`src/rtl/sclk_pkg.sv`:
```
package sclk_pkg;
   typedef enum logic [1:0] {
      MODE_STROBE  = 2'd0,
      MODE_RXPLL   = 2'd1,
      MODE_FULLPLL = 2'd2,
      MODE_OSC     = 2'd3
   } clk_mode_e;

   localparam int unsigned SYNC_STAGES_DEF = 2;
   localparam int unsigned DIV_W_DEF       = 10;
   localparam int unsigned PRE_W_DEF       = 4;
endpackage

```
`src/rtl/sclk_sync_bank.sv`:
```
module sclk_sync_bank #(
   parameter int unsigned N      = 3,
   parameter int unsigned STAGES = 2
) (
   input  logic         clk,
   input  logic         rst_n,
   input  logic [N-1:0] async_i,
   output logic [N-1:0] lvl_o
);
   initial begin
      assert (STAGES >= 2) else $error("sync bank needs at least two stages");
      assert (N >= 1) else $error("sync bank needs at least one input");
   end

   for (genvar g = 0; g < N; g++) begin : g_bit
      logic [STAGES-1:0] chain_q;
      always_ff @(posedge clk or negedge rst_n) begin
         if (!rst_n) chain_q <= '0;
         else        chain_q <= {chain_q[STAGES-2:0], async_i[g]};
      end
      assign lvl_o[g] = chain_q[STAGES-1];
   end
endmodule

```
`src/rtl/sclk_edge_rise.sv`:
```
module sclk_edge_rise #(
   parameter int unsigned N = 2
) (
   input  logic         clk,
   input  logic         rst_n,
   input  logic [N-1:0] lvl_i,
   output logic [N-1:0] rise_o
);
   logic [N-1:0] prev_q;

   always_ff @(posedge clk or negedge rst_n) begin
      if (!rst_n) prev_q <= '0;
      else        prev_q <= lvl_i;
   end

   for (genvar g = 0; g < N; g++) begin : g_edge
      assign rise_o[g] = lvl_i[g] & ~prev_q[g];

      assert_single_pulse_R10 : assert property (@(posedge clk) disable iff (!rst_n)
         rise_o[g] |=> !rise_o[g]);
   end
endmodule

```
`src/rtl/sclk_brg.sv`:
```
module sclk_brg #(
   parameter int unsigned DIV_W = 10,
   parameter int unsigned PRE_W = 4
) (
   input  logic             clk,
   input  logic             rst_n,
   input  logic             tick_i,
   input  logic             clr_i,
   input  logic [DIV_W-1:0] div_i,
   output logic             brg_en_o,
   output logic             brg16_en_o
);
   localparam logic [PRE_W-1:0] PRE_LAST = {PRE_W{1'b1}};

   initial begin
      assert (DIV_W >= 1 && DIV_W <= 24) else $error("divider width out of range");
      assert (PRE_W >= 1) else $error("prescale width out of range");
   end

   logic [DIV_W-1:0] cnt_q;
   logic [PRE_W-1:0] pre_q;
   logic             term;

   assign term       = tick_i && (cnt_q == '0) && !clr_i;
   assign brg_en_o   = term;
   assign brg16_en_o = term && (pre_q == PRE_LAST);

   always_ff @(posedge clk or negedge rst_n) begin
      if (!rst_n) begin
         cnt_q <= '0;
         pre_q <= '0;
      end else if (clr_i) begin
         cnt_q <= div_i;
         pre_q <= '0;
      end else begin
         if (tick_i) begin
            if (cnt_q == '0) cnt_q <= div_i;
            else             cnt_q <= cnt_q - 1'b1;
         end
         if (term) pre_q <= pre_q + 1'b1;
      end
   end

   assert_div16_subset_R5 : assert property (@(posedge clk) disable iff (!rst_n)
      brg16_en_o |-> brg_en_o);

   assert_restart_R9 : assert property (@(posedge clk) disable iff (!rst_n)
      (clr_i && div_i != '0) |=> !brg_en_o);
endmodule

```
`src/rtl/sclk_route.sv`:
```
module sclk_route
   import sclk_pkg::*;
(
   input  clk_mode_e mode_i,
   input  logic      sel_i,
   input  logic      rx_rise_i,
   input  logic      tx_rise_i,
   input  logic      cd_lvl_i,
   input  logic      ts_lvl_i,
   input  logic      dpll_en_i,
   input  logic      brg_en_i,
   input  logic      brg16_en_i,
   output logic      rx_en_o,
   output logic      tx_en_o,
   output logic      ref_en_o,
   output logic      oe_o
);
   always_comb begin
      rx_en_o  = 1'b0;
      tx_en_o  = 1'b0;
      ref_en_o = 1'b0;
      oe_o     = 1'b0;
      unique case (mode_i)
         MODE_STROBE: begin
            rx_en_o = rx_rise_i & cd_lvl_i;
            tx_en_o = rx_rise_i & ts_lvl_i;
         end
         MODE_RXPLL: begin
            ref_en_o = brg_en_i;
            rx_en_o  = dpll_en_i;
            tx_en_o  = sel_i ? brg16_en_i : tx_rise_i;
            oe_o     = sel_i;
         end
         MODE_FULLPLL: begin
            ref_en_o = sel_i ? 1'b0 : brg_en_i;
            rx_en_o  = sel_i ? brg_en_i : dpll_en_i;
            tx_en_o  = rx_en_o;
            oe_o     = 1'b1;
         end
         MODE_OSC: begin
            rx_en_o = 1'b1;
            tx_en_o = 1'b1;
            oe_o    = 1'b1;
         end
         default: ;
      endcase
   end
endmodule

```
`src/rtl/sclk_src_sel.sv`:
```
module sclk_src_sel
   import sclk_pkg::*;
#(
   parameter int unsigned DIV_W       = DIV_W_DEF,
   parameter int unsigned PRE_W       = PRE_W_DEF,
   parameter int unsigned SYNC_STAGES = SYNC_STAGES_DEF
) (
   input  logic             clk,
   input  logic             rst_n,
   input  logic             ext_rxclk_i,
   input  logic             ext_txclk_i,
   input  logic             cd_strobe_i,
   input  logic             dpll_rx_en_i,
   input  logic [1:0]       mode_i,
   input  logic             src_sel_i,
   input  logic [DIV_W-1:0] brg_div_i,
   output logic             rx_en_o,
   output logic             tx_en_o,
   output logic             ref16_en_o,
   output logic             txclk_out_o,
   output logic             txclk_oe_o
);
   localparam int unsigned N_ASYNC = 3;
   localparam int unsigned IX_RX   = 0;
   localparam int unsigned IX_TX   = 1;
   localparam int unsigned IX_CD   = 2;

   logic [N_ASYNC-1:0] lvl;
   logic [1:0]         rise;
   logic [2:0]         cfg_q;
   logic               cfg_chg;
   logic               brg_en, brg16_en;
   logic               txo_q;
   clk_mode_e          mode;

   assign mode = clk_mode_e'(mode_i);

   sclk_sync_bank #(.N(N_ASYNC), .STAGES(SYNC_STAGES)) u_sync (
      .clk     (clk),
      .rst_n   (rst_n),
      .async_i ({cd_strobe_i, ext_txclk_i, ext_rxclk_i}),
      .lvl_o   (lvl)
   );

   sclk_edge_rise #(.N(2)) u_edge (
      .clk    (clk),
      .rst_n  (rst_n),
      .lvl_i  ({lvl[IX_TX], lvl[IX_RX]}),
      .rise_o (rise)
   );

   always_ff @(posedge clk or negedge rst_n) begin
      if (!rst_n) cfg_q <= '0;
      else        cfg_q <= {mode_i, src_sel_i};
   end
   assign cfg_chg = (cfg_q != {mode_i, src_sel_i});

   sclk_brg #(.DIV_W(DIV_W), .PRE_W(PRE_W)) u_brg (
      .clk        (clk),
      .rst_n      (rst_n),
      .tick_i     (rise[0]),
      .clr_i      (cfg_chg),
      .div_i      (brg_div_i),
      .brg_en_o   (brg_en),
      .brg16_en_o (brg16_en)
   );

   sclk_route u_route (
      .mode_i     (mode),
      .sel_i      (src_sel_i),
      .rx_rise_i  (rise[0]),
      .tx_rise_i  (rise[1]),
      .cd_lvl_i   (lvl[IX_CD]),
      .ts_lvl_i   (lvl[IX_TX]),
      .dpll_en_i  (dpll_rx_en_i),
      .brg_en_i   (brg_en),
      .brg16_en_i (brg16_en),
      .rx_en_o    (rx_en_o),
      .tx_en_o    (tx_en_o),
      .ref_en_o   (ref16_en_o),
      .oe_o       (txclk_oe_o)
   );

   always_ff @(posedge clk or negedge rst_n) begin
      if (!rst_n)                      txo_q <= 1'b0;
      else if (tx_en_o && txclk_oe_o)  txo_q <= ~txo_q;
   end
   assign txclk_out_o = txo_q;

   assert_osc_full_rate_R7 : assert property (@(posedge clk) disable iff (!rst_n)
      (mode_i == 2'd3) |-> (rx_en_o && tx_en_o));

   assert_strobe_no_drive_R8 : assert property (@(posedge clk) disable iff (!rst_n)
      (mode_i == 2'd0) |-> !txclk_oe_o);

   assert_txclk_hold_R8 : assert property (@(posedge clk) disable iff (!rst_n)
      !$past(txclk_oe_o) |-> $stable(txclk_out_o));

   assert_ref_quiet_R3 : assert property (@(posedge clk) disable iff (!rst_n)
      (mode_i == 2'd0 || mode_i == 2'd3) |-> !ref16_en_o);
endmodule

```
`config.mk`:
```
export PLATFORM = sky130hd
export DESIGN_NAME = sclk_src_sel
export DESIGN_NICKNAME = d
export VERILOG_FILES = /design/src/rtl/sclk_pkg.sv /design/src/rtl/sclk_sync_bank.sv /design/src/rtl/sclk_edge_rise.sv /design/src/rtl/sclk_brg.sv /design/src/rtl/sclk_route.sv /design/src/rtl/sclk_src_sel.sv
export SDC_FILE = /design/constraint.sdc
export NUM_CORES = 1
export LEC_CHECK = 0
export BUFFER_PORTS_ARGS = -buffer_cell sky130_fd_sc_hd__buf_2
export CORE_MARGIN = 2
export CORE_UTILIZATION = 30
export DETAILED_ROUTE_END_ITERATION = 8
export MAX_ROUTING_LAYER = met4
export SLEW_MARGIN = 30
export SYNTH_ARGS = -nofsm -noshare
export SYNTH_HDL_FRONTEND = slang
export SYNTH_SLANG_ARGS = --single-unit
```
`constraint.sdc`:
```
create_clock -name clk -period 2.2 [get_ports clk]
set_input_delay 0.11 -clock clk [delete_from_list [all_inputs] [get_ports clk]]
set_output_delay 0.11 -clock clk [all_outputs]
set_load 0.02 [all_outputs]
```
-- After elaboration in Yosys (flattened, before gate mapping)
Index checks and enable logic that the tools add are counted.
- equality and inequality tests: 5
- mux-type cells: 12
- add/subtract/negate cells: 2
- bitwise operators: 7
- reduce and logical (&&, ||, !) cells: 10
- operators by type and width (operator ; number):
    two-way mux 10 bit ; 3
    logical NOT 10 bit ; 1
    subtractor 10 x 1 -> 10 bit, second input constant ; 1
    two-way mux 4 bit ; 2
    case mux 1 bit (4 select lines) ; 2
    adder 4 x 1 -> 4 bit, second input constant ; 1
    bitwise AND 1 bit ; 4
    == test 2 bit, second input constant ; 2
    == test 4 bit, second input constant ; 1
    logical AND 1 bit ; 4
    case mux 1 bit (2 select lines) ; 2
    nonzero test 2 bit ; 2
    two-way mux 1 bit ; 3
    != test 3 bit ; 1
    inverter 1 bit ; 3
    == test 2 x 1 -> 1 bit, second input constant ; 1
    logical NOT 2 bit ; 1
    OR reduction 2 bit ; 1
    logical NOT 1 bit ; 1
- logic and storage cells: 44
- output and inout port bits: 5
- bits of input ports: 19
- bits in registers: 26

-- Longest topological paths before layout
- depth after elaboration: 8
- mapped depth: 7
- mapped depth without buffers: 6

-- Cells and area by module
A second synthesis with hierarchy kept.
- cells, all modules: 136
- area total of the unflattened synthesis: 1418.9 um^2
- by module, submodules not included (module ; instances ; cells each ; area each (um^2) ; seq. area each (um^2)):
    sclk_brg ; 1 ; 92 ; 870.8 ; 350.3
    sclk_sync_bank ; 1 ; 9 ; 172.7 ; 150.1
    sclk_route ; 1 ; 21 ; 153.9 ; 0.0
    sclk_src_sel ; 1 ; 10 ; 143.9 ; 100.1
    sclk_edge_rise ; 1 ; 4 ; 77.6 ; 50.0

-- Worst setup path before layout
Ideal clock, no wire load.
- path kind: register to output
- from: register u_brg.cnt_q[0]
- to: output port tx_en_o
- arrival time: 1.908 ns
- stages on the path, launching flop included: 7
- slack: 0.182 ns
- path through: dfrtp_1 > inv_1 > ha_1 > nor2b_1 > and4_4 > nand2_1 > a311oi_1
- cells in the longest elaborated chain, start to end: 6
- elaborated cells between the ends (all ways): 7
- those cells by class: mux: 3; reduce/logical: 4
- ends and longest elaborated chain (element ; RTL line ; source):
    from (decl) ; sclk_brg.sv:20 ; logic [DIV_W-1:0] cnt_q;
    from (signal assigned) ; sclk_brg.sv:33 ; cnt_q <= div_i;
    from (signal assigned) ; sclk_brg.sv:37 ; if (cnt_q == '0) cnt_q <= div_i;
    from (signal assigned) ; sclk_brg.sv:38 ; else cnt_q <= cnt_q - 1'b1;
    logical NOT 10 bit * ; sclk_brg.sv:24 ; assign term = tick_i && (cnt_q == '0) && !clr_i;
    logical AND 1 bit * (2 in series) ; sclk_brg.sv:24 ;
    logical AND 1 bit ; sclk_brg.sv:26 ; assign brg16_en_o = term && (pre_q == PRE_LAST);
    two-way mux 1 bit ; sclk_route.sv:31 ; tx_en_o = sel_i ? brg16_en_i : tx_rise_i;
    case mux 1 bit (4 select lines) * ; sclk_route.sv:23 ; unique case (mode_i)
    to (decl) ; sclk_src_sel.sv:18 ; output logic tx_en_o,
Every way passes the cells marked *; elsewhere a longest branch is shown, timed or not.

-- Worst setup path in the final report
- from: register u_brg.cnt_q[2]
- to: output port tx_en_o
Same word-level chain as after synthesis.

==> results.sh <==
export IMPL_port_buffers=23
export IMPL_synthMuxAreaShare_pct=0.652
export IMPL_cts_inserted_buffers=3
export IMPL_routabilityCongestion=0.901
export IMPL_leakage_nw=0.802
export IMPL_grt_max_degree=27
export IMPL_grt_pass1_vias=1324
export IMPL_drt_first_pass_iters=4
export IMPL_worstPathCellList="nor3_4 -> and4_4 -> nand2_1 -> a311oi_2 -> buf_4"
export IMPL_r2r_end="u_brg.cnt_q[6]$_DFFE_PN0P_"
export IMPL_wl_met3_um=182
export IMPL_synth_warnings=0
export IMPL_reg2regPathDepth=6
export IMPL_synth_fa_ha_area_share_pct=5.70
export IMPL_p_comb_share_pct=20.8
export IMPL_p_clk_share_pct=32.9
export IMPL_setup_viol=0
export IMPL_syn_nets=185
export IMPL_worstMarginPinSlew_ns=0.551
export IMPL_p_int_uw=872
export IMPL_setup_tns_ns=0
export IMPL_wl_per_cell_um=14.1
export IMPL_crit_path_end_kind="output port"
export IMPL_slew_headroom_pct=62.3
export IMPL_ys_async_sr_fraction_pct=100
export IMPL_drc=0
export IMPL_num_vias=1356
export IMPL_clk_pin_slew_worst_paths_ns=0.09
export IMPL_synth_seq_area_share_pct=42.4
export IMPL_die_w_um=75.5
export IMPL_synth_top_family_by_area="simple AND/OR/NAND/NOR gates"
export IMPL_root_buffer="clkbuf_8"
export IMPL_r2r_start="u_brg.cnt_q[0]$_DFFE_PN0P_"
export IMPL_critPathLaunchType="flip-flop"
export IMPL_dieHeight_um=75.5
export IMPL_hold_path_depth=1
export IMPL_power_switching_uw=346
export IMPL_seq_power_share_pct=46.2
export IMPL_hp_start="mode_i[1]"
export IMPL_antenna_left=0
export IMPL_synthesis_area_um2=1540
export IMPL_coreArea_um2=5010
export IMPL_top_layer="met4"
export IMPL_via_per_inst=5.22
export IMPL_final_hold_viol_count=0
export IMPL_fin_skew_ns=0.00867
export IMPL_path_depth=5
export IMPL_cp_slowest_cell="dfrtp_1"
export IMPL_crit_fanout=7
export IMPL_grt_pass1_wl_um=5950
export IMPL_worst_r2r_setup_slack_ns=0.21
export IMPL_crit_path_max_incr_delay_ns=0.47
export IMPL_yosys_area_share_simple_pct=25.3
export IMPL_cp_required_ns=2.09
export IMPL_synth_area_per_cell_um2=9.66
export IMPL_dr_wl_met2_um=1780
export IMPL_cts_sinks=26
export IMPL_rows=26
export IMPL_synth_seq_cells=26
export IMPL_grt_total_usage_pct=14.2
export IMPL_insertion_delay_ns=0.28
export IMPL_synthFlopType="dfrtp_1"
export IMPL_drtIter0Drc=78
export IMPL_hp_class="in -> reg"
export IMPL_netSwitchingFraction_pct=28.4
export IMPL_io_pins=24
export IMPL_synth_xor_area_share_pct=2.28
export IMPL_area_growth_pct=23.5
export IMPL_nNetsFinal=217
export IMPL_drv_cap=0
export IMPL_slew_viol_final=0
export IMPL_cts_tree="done"
export IMPL_diodes=0
export IMPL_critical_path_arrival_ns=2.00
export IMPL_hold_end="cfg_q[2]$_DFF_PN0_"
export IMPL_post_dp_hpwl_um=2670
export IMPL_fin_crit_sh_pct=96.1
export IMPL_critPathTopFamily="simple AND/OR/NAND/NOR gates"
export IMPL_fmax_ghz=0.473
export IMPL_ir_worst_vdd_mv=0.372
export IMPL_clk_path_buf_depth=2
export IMPL_synth_edf_count=0
export IMPL_m1WireLength_um=1650
export IMPL_final_util_pct=37.8
export IMPL_overflow=0
export IMPL_initial_core_util_pct=30.6
export IMPL_synth_compound_area_share_pct=18.6
export IMPL_synthCells=159
export IMPL_period_needed_ns=2.11
export IMPL_crit_type="reg -> out"
export IMPL_powerDensity_nw_per_um2=642
export IMPL_htree_levels=1
export IMPL_antenna_found_initial=0
export IMPL_dieArea_um2=5710
export IMPL_routed_wl_um=3670
export IMPL_run_status="completed"
export IMPL_synth_distinct_cells=51
export IMPL_drive_above_1_share_pct=25.8
export IMPL_cp_num_buf_inv=1
[layer usage]
layer,vias to the layer above,track usage [%]
met3,8,3.84
met1,644,16.8
met5,-,-
met2,39,22.8
li1,665,-
met4,0,5.65
[placed cells by master (no fill, tap or decap), types with 7 or more instances in the layout]
cell / synthesis / routed
inv_1: 10 / 9
dfrtp_1: 26 / 26
buf_4: 2 / 9
nor2_1: 7 / 7
nand2_1: 9 / 9
nand3_1: 11 / 11
buf_2: 3 / 22
[per-stage QoR]
step           cells  hold WS [ns]  cell area [um2]  total power [mW]  worst slack, ns
3_3_place_gp     251         0.153             1750             0.802            0.163
3_5_place_dp     251         0.154             1750             0.803            0.190
6_report         260        0.0122             1900              1.22           0.0854
5_1_grt          260       0.00241             1900              1.28          -0.0158
4_1_cts          260       0.00550             1880              1.22           0.0255
2_1_floorplan    159        -0.186             1540             0.716            0.182
[power by group through the flow]
stage | Combinational [mW] | Sequential, mW | Clock (mW)
4_1_cts | 0.250 | 0.559 | 0.413
3_3_place_gp | 0.237 | 0.566 | 0
6_report | 0.254 | 0.563 | 0.401
2_1_floorplan | 0.152 | 0.564 | 0
3_5_place_dp | 0.239 | 0.564 | 0
5_1_grt | 0.284 | 0.568 | 0.427
[worst register-to-register path, stage by stage, from the launching register on]
cell	delay [ns]
dfrtp_1	0.42
inv_2	0.09
ha_1	0.18
or3b_2	0.47
a41oi_1	0.27
a2111oi_0	0.18
a211o_1	0.29
[registers in the layout (all words and copies together) (netlist names)]
signal and cells:
cfg_q 3, u_brg.pre_q 4, u_sync.g_bit.chain_q 6, u_edge.prev_q 2
u_brg.cnt_q 10, txclk_out_o 1
[how the worst max path moves through the flow]
stage / from / end / slack [ns]
2_1_floorplan: u_brg.cnt_q[0]$_DFFE_PN0P_ / tx_en_o / 0.18
3_3_place_gp: u_brg.cnt_q[0]$_DFFE_PN0P_ / u_brg.cnt_q[8]$_DFFE_PN0P_ / 0.16
3_5_place_dp: u_brg.cnt_q[0]$_DFFE_PN0P_ / u_brg.cnt_q[8]$_DFFE_PN0P_ / 0.19
4_1_cts: u_brg.cnt_q[0]$_DFFE_PN0P_ / tx_en_o / 0.03
5_1_grt: cfg_q[2]$_DFF_PN0_ / tx_en_o / -0.02
6_report: u_brg.cnt_q[2]$_DFFE_PN0P_ / tx_en_o / 0.09
[synth_stat cells (2+ instances only)]
library cell	instances	area, um2
a31oi_1	4	25.0
a21boi_0	2	15.0
nand4_1	6	37.5
o21ai_0	6	30.0
nand2_1	9	33.8
ha_1	7	87.6
buf_4	2	15.0
a2111oi_0	2	17.5
o211ai_1	4	30.0
dfrtp_1	26	651
o2111ai_1	2	17.5
xnor2_1	4	35.0
nand2b_1	3	18.8
buf_2	3	15.0
a21oi_1	6	30.0
or3_1	2	12.5
nor2_1	7	26.3
a221o_1	2	20.0
nor3_1	3	15.0
nand3_1	11	55.1
and3_1	2	12.5
inv_1	10	37.5
and4_1	2	17.5
nor4_1	3	18.8
nor3b_1	2	15.0
nor2b_1	2	12.5
clkbuf_1	3	11.3
[timing repair]
| item | 4_1_cts | 5_1_grt |
|---|---|---|
| gates resized for setup | 4 | 5 |
| pin swaps | 1 | 0 |
| setup endpoints to repair | 1 | 3 |
| cloned | 0 | 0 |
| hold buffers | 4 | 0 |
| hold endpoints to repair | 29 | 0 |
| buffers inserted | 1 | 0 |
[cells by family (layout without fill, tap and decap cells)]
group | count (synthesis) | count (layout)
AO/OA/AOI/OAI | 40 | 40
buffers and inverters | 18 | 49
XOR/XNOR | 4 | 4
multiplexers | 1 | 1
adder cells (fa/ha/maj) | 7 | 7
flip-flops | 26 | 26
AND/OR/NAND/NOR | 63 | 63
[area by class of cell]
cell class | instances | area, um2
fill | 526 | 3110
multi-input combinational | 115 | 831
sequential | 26 | 651
timing repair buffer | 35 | 218
tap | 70 | 87.6
clock buffer | 3 | 41.3
inverter | 10 | 37.5
clock inverter | 1 | 30.0
Note: power is estimated with default switching activity, not from simulation.
